==> src/rtl/pc_sequencer.sv <==
module pc_sequencer #(
  parameter int AW    = 24,
  parameter int PW    = 16,
  parameter int DEPTH = 8
) (
  input  logic          clk,
  input  logic          rst_n,
  input  logic          restart,
  input  logic [AW-1:0] start_addr,
  input  logic          op_valid,
  input  logic [15:0]   opcode,
  input  logic [PW-1:0] page,
  input  logic          flag_z,
  input  logic          flag_c,
  input  logic          flag_n,
  output logic [AW-1:0] pc,
  output logic          halted,
  output logic [AW-1:0] stack_top
);
  localparam int FW = 8;

  logic [AW-1:0] stk [DEPTH];

  function automatic logic known_op(input logic [15:0] o);
    known_op = (o == 16'h0000) || (o == 16'h1C00) || (o == 16'h3C00) ||
               (o == 16'h4000) || (o == 16'h7000) || (o == 16'hFC00) ||
               ((o & 16'hDD00) inside {16'h0800, 16'h0C00, 16'h1000, 16'h1400}) ||
               ((o & 16'hFFFE) inside {16'h2500, 16'h2600, 16'h2700}) ||
               ((o & 16'hF800) inside {16'h4800, 16'h5000, 16'h8000, 16'h8800,
                                       16'h9000, 16'hA800, 16'hB000, 16'hB800}) ||
               ((o & 16'hFB00) inside {16'h5900, 16'h5A00, 16'h6000, 16'h6100,
                                       16'h6300, 16'h6800, 16'h6900, 16'h6A00,
                                       16'h9800, 16'hC000, 16'hC800, 16'hD000,
                                       16'hD800, 16'hE800, 16'hE900, 16'hEA00}) ||
               ((o & 16'hFF00) inside {16'h7C00, 16'h7D00, 16'hE000, 16'hF000});
  endfunction

  wire [AW-1:0] pc_next = pc + AW'(1);
  wire          exec    = op_valid && !halted && !restart;

  wire is_jmp = (opcode & 16'hDD00) inside {16'h0800, 16'h0C00, 16'h1000, 16'h1400};
  logic jmp_cond;
  always_comb
    case ({opcode[12], opcode[10]})
      2'b00:   jmp_cond = 1'b1;
      2'b01:   jmp_cond = flag_z;
      2'b10:   jmp_cond = flag_c;
      default: jmp_cond = flag_n;
    endcase

  wire is_skip = (opcode & 16'hFFFE) inside {16'h2500, 16'h2600, 16'h2700};
  logic skip_flag;
  always_comb
    case (opcode[9:8])
      2'b01:   skip_flag = flag_c;
      2'b10:   skip_flag = flag_z;
      default: skip_flag = flag_n;
    endcase

  wire jmp_take = exec && is_jmp && jmp_cond;
  wire do_push  = jmp_take && opcode[13];
  wire do_ret   = exec && (opcode == 16'h3C00);
  wire skip_hit = exec && is_skip && (skip_flag == opcode[0]);
  wire do_halt  = exec && ((opcode == 16'hFC00) || !known_op(opcode));

  wire [AW-1:0] far_tgt  = AW'({page, opcode[FW-1:0]});
  wire [AW-1:0] near_tgt = {pc_next[AW-1:FW], opcode[FW-1:0]};
  wire [AW-1:0] jmp_tgt  = opcode[9] ? far_tgt : near_tgt;

  assign stack_top = stk[0];

  always_ff @(posedge clk or negedge rst_n) begin
    if (!rst_n) begin
      pc     <= '0;
      halted <= 1'b0;
    end else if (restart) begin
      pc     <= start_addr;
      halted <= 1'b0;
    end else if (exec) begin
      if (jmp_take)      pc <= jmp_tgt;
      else if (do_ret)   pc <= stk[0];
      else if (skip_hit) pc <= pc_next + AW'(1);
      else               pc <= pc_next;
      if (do_halt) halted <= 1'b1;
    end
  end

  always_ff @(posedge clk or negedge rst_n) begin
    if (!rst_n) begin
      for (int i = 0; i < DEPTH; i++) stk[i] <= '0;
    end else if (do_push) begin
      stk[0] <= pc_next;
      for (int i = 1; i < DEPTH; i++) stk[i] <= stk[i-1];
    end else if (do_ret) begin
      for (int i = 0; i < DEPTH-1; i++) stk[i] <= stk[i+1];
      stk[DEPTH-1] <= '0;
    end
  end


  halt_hold_chk: assert property (@(posedge clk) disable iff (!rst_n)
    (halted && !restart) |=> ($stable(pc) && halted && $stable(stack_top)));

  restart_load_chk: assert property (@(posedge clk) disable iff (!rst_n)
    restart |=> (!halted && pc == $past(start_addr)));

  ret_target_chk: assert property (@(posedge clk) disable iff (!rst_n)
    do_ret |=> (pc == $past(stack_top)));

  call_push_chk: assert property (@(posedge clk) disable iff (!rst_n)
    do_push |=> (stack_top == $past(pc) + AW'(1)));

  skip_step_chk: assert property (@(posedge clk) disable iff (!rst_n)
    skip_hit |=> (pc == $past(pc) + AW'(2)));

  idle_hold_chk: assert property (@(posedge clk) disable iff (!rst_n)
    (!op_valid && !restart) |=> ($stable(pc) && $stable(halted) && $stable(stack_top)));
endmodule

==> config.mk <==
export PLATFORM = sky130hd
export DESIGN_NAME = pc_sequencer
export DESIGN_NICKNAME = d
export VERILOG_FILES = /design/src/rtl/pc_sequencer.sv
export SDC_FILE = /design/constraint.sdc
export NUM_CORES = 1
export LEC_CHECK = 0
export ABC_AREA = 1
export BUFFER_PORTS_ARGS = -buffer_cell sky130_fd_sc_hd__buf_2
export CORE_ASPECT_RATIO = 0.5
export CORE_UTILIZATION = 60
export DETAILED_ROUTE_END_ITERATION = 10
export PLACE_DENSITY = 0.81
export SYNTH_ARGS = -nofsm -noshare
export SYNTH_HDL_FRONTEND = slang
export SYNTH_SLANG_ARGS = --single-unit
==> constraint.sdc <==
create_clock -name clk -period 3.6 [get_ports clk]
set_input_delay 0.72 -clock clk [delete_from_list [all_inputs] [get_ports clk]]
set_output_delay 0.72 -clock clk [all_outputs]
set_load 0.005 [all_outputs]
==> metrics.csv <==
metric;value;unit
worstMarginPinSlew;0.897;ns
via_per_inst;6.03;
drtPass1Iterations;5;
gp_congestion;0.976;
cts_buffers;21;
post_cts_buffers;0;
use_met2;49.0;%
finClkSkew;0.0180;ns
clock_tree.buffer_depth;3;
syn_area;11900;um2
combPwrFrac;18.9;%
boundaryPins;112;
die_w;201;um
layout_setup_ws;0.937;ns
clk_latency;0.52;ns
ys_warn_count;0;
fill_cells;1558;
die_y;101;um
peakVddDrop;376;uV
cts_sinks;217;
finalSetupViolations;0;
cp-start-kind;flip-flop;
grt_pass1_wl;54.3;mm
drt-initial-drc-count;1218;
synth.area.top_cells;dfrtp_1 (46%), nand2_1 (9.7%), a21oi_1 (6.2%);
initial_utilization;62.9;%
cts_tree;yes;
layout.nets;1658;
pre_cts_ws;0.556;ns
crit_required;4.01;ns
antenna_found_initial;0;
p_per_area;504;nW/um2
gr-usage-all-layers;33.2;%
dpl.hpwl;22.6;mm
synth_edf_count;0;
yosys.area.top_type;dfrtp_1;
use_met1;51.3;%
routed_wl;33.4;mm
intPower;4480;uW
worstPathArrival;3.07;ns
rsz0062_at_grt;no;
cp-end-kind;flip-flop;
htreeDepth;1;
min_period;2.66;ns
first_global_vias;10400;
synth-adder-area-share;0.632;%
p_sw_share;32.5;%
synth_xor_area_share;0.738;%
synth-main-ff-cell;dfrtp_1;
ys_types;44;
grt_max_degree;82;
synth-seq-cells;217;
seqPwrFrac;47.9;%
ant_nets;0;
hold_path.class;in -> async;
drcViolationCount;0;
fin_crit_sh;74.0;%
ctsResizeCount;0;
portBuffers;111;
yosys-mux-area-fraction;0;%
final_cell_mix;nand2_1 (306), dfrtp_1 (217), inv_1 (169), nor2_1 (162), a21oi_1 (148);
fin_tns_setup;0;ns
clock.fmax;375;MHz
antenna_cells;0;
synth_top_area_share;45.7;%
switchingPower;2150;uW
synthCells;1542;
path_max_fanout;7;
max_slew_margin;40.1;%
syn_to_final_growth;10.8;%
p_leak;0.00661;uW
hold_viol;0;
slew_violations;0;
synthArstFlopShare;100;%
root_buffer;clkbuf_16;
row_count;35;
syn_area_per_cell;7.70;um2
synth_top_family_by_area;simple AND/OR/NAND/NOR gates;
synth_simple_gate_area_share;21.6;%
outcome;finished, final reports clean;
hold_buffers;0;
clockPowerShare;33.2;%
crit_type;reg -> reg;
core;18900;um2
grt-ovfl-total;0;
top_usage_layer;met1;
synth-compound-area-share;20.7;%
cap_violations;0;
met3_usage;6.31;%
synth_nets;1611;
final_common_cell;nand2_1;
wire_per_inst;18.0;um
die_area;20400;um2
drive_above_1_share;14.9;%
vias;11200;
path_clk_slew;0.07;ns
ys_seq_area_share;45.7;%
-- power groups by stage --
stage                     Sequential (uW)  Combinational, uW  Clock (uW)
after global placement               3180               1170           0
after floorplan                      3080                856           0
after global routing                 3220               1410        2300
final                                3180               1250        2200
after CTS                            3160               1230        2220
after detailed placement             3190               1220           0
-- synth_stat cells, types with 2 or more instances --
library cell and instances:
nand3_1 54, nor2_1 162, xor2_1 10, nand2_1 306, a221oi_1 3, o22ai_1 97, inv_2 10, or2_2 11
dfrtp_1 217, o221ai_1 19, o21ai_1 7, nand2_2 19, o21ai_0 87, buf_4 25, a22oi_1 31, nand4_1 17
a21oi_1 148, nor3_1 5, nand2_4 2, nor2_2 13, ha_1 6, o211ai_1 11, inv_1 171, nor2_4 7
buf_2 48, clkbuf_1 31, o21bai_1 4, buf_1 5
-- final cells by class --
type / count / area, um2 / area share (%)
clock buffers: 27 / 608 / 4.62
flip-flops and latches: 217 / 5430 / 41.3
inverters: 182 / 684 / 5.20
repair buffers: 134 / 837 / 6.36
multi-input cells: 1033 / 5200 / 39.5
clock inverters: 9 / 70.1 / 0.533
well taps: 259 / 324 / 2.46
-- final timing paths --
path	to	depth (start not counted)	slack (ns)	from
max in group asynchronous	stk[115]	2	2.54	rst_n
min in group clk	stk[5]	2	0.49	stk[5]
setup reg to reg	pc[11]	16	0.94	pc[0]
hold / removal	pc[1]	1	0.23	rst_n
hold reg to reg	stk[5]	2	0.49	stk[5]
setup / recovery	pc[11]	16	0.94	pc[0]
-- critical path: stages, from the launching register on --
cell and delay [ns]:
dfrtp_1 0.53, inv_2 0.14, ha_1 0.35, inv_1 0.17
nand2_1 0.07, nor2_1 0.11, nand2_1 0.07, nor2_1 0.12
nand2_1 0.08, nor2_2 0.16, nand2_1 0.10, nand2_1 0.07
nand2_1 0.04, o21ai_0 0.23, nand3_1 0.17, nand2_1 0.08
o21ai_0 0.07
-- sequential cells by signal, summed over array words and instances (netlist names) --
register and count:
halted 1, pc 24, stack_top 24, stk 168
-- cells by family (layout without fill, tap and decap cells) --
logic type                 after synthesis  after routing
xor gates and xnor gates                10             10
AOI/OAI and AO/OA                      418            418
buffers and inverters                  292            352
adders and majority gates                6              6
DFF                                    217            217
and+or+nand+nor                        599            599
-- routing by layer --
layer | share of wire (%) | wire length [um]
met4 | 1.7 | 554
met1 | 46 | 15500
met2 | 41 | 13800
met3 | 11 | 3570
met5 | 0 | 0
-- through the flow --
step,hold WS [ns],utilization [%],power [uW],cells,area [um2]
2_1_floorplan,0.424,-,3940,1542,11900
3_3_place_gp,0.465,66.1,4350,1825,12500
3_5_place_dp,0.479,66.1,4420,1825,12500
4_1_cts,0.258,69.7,6610,1861,13200
5_1_grt,0.278,69.7,6920,1861,13200
6_report,0.230,69.7,6630,1861,13200
(Power assumes the default switching activity.)
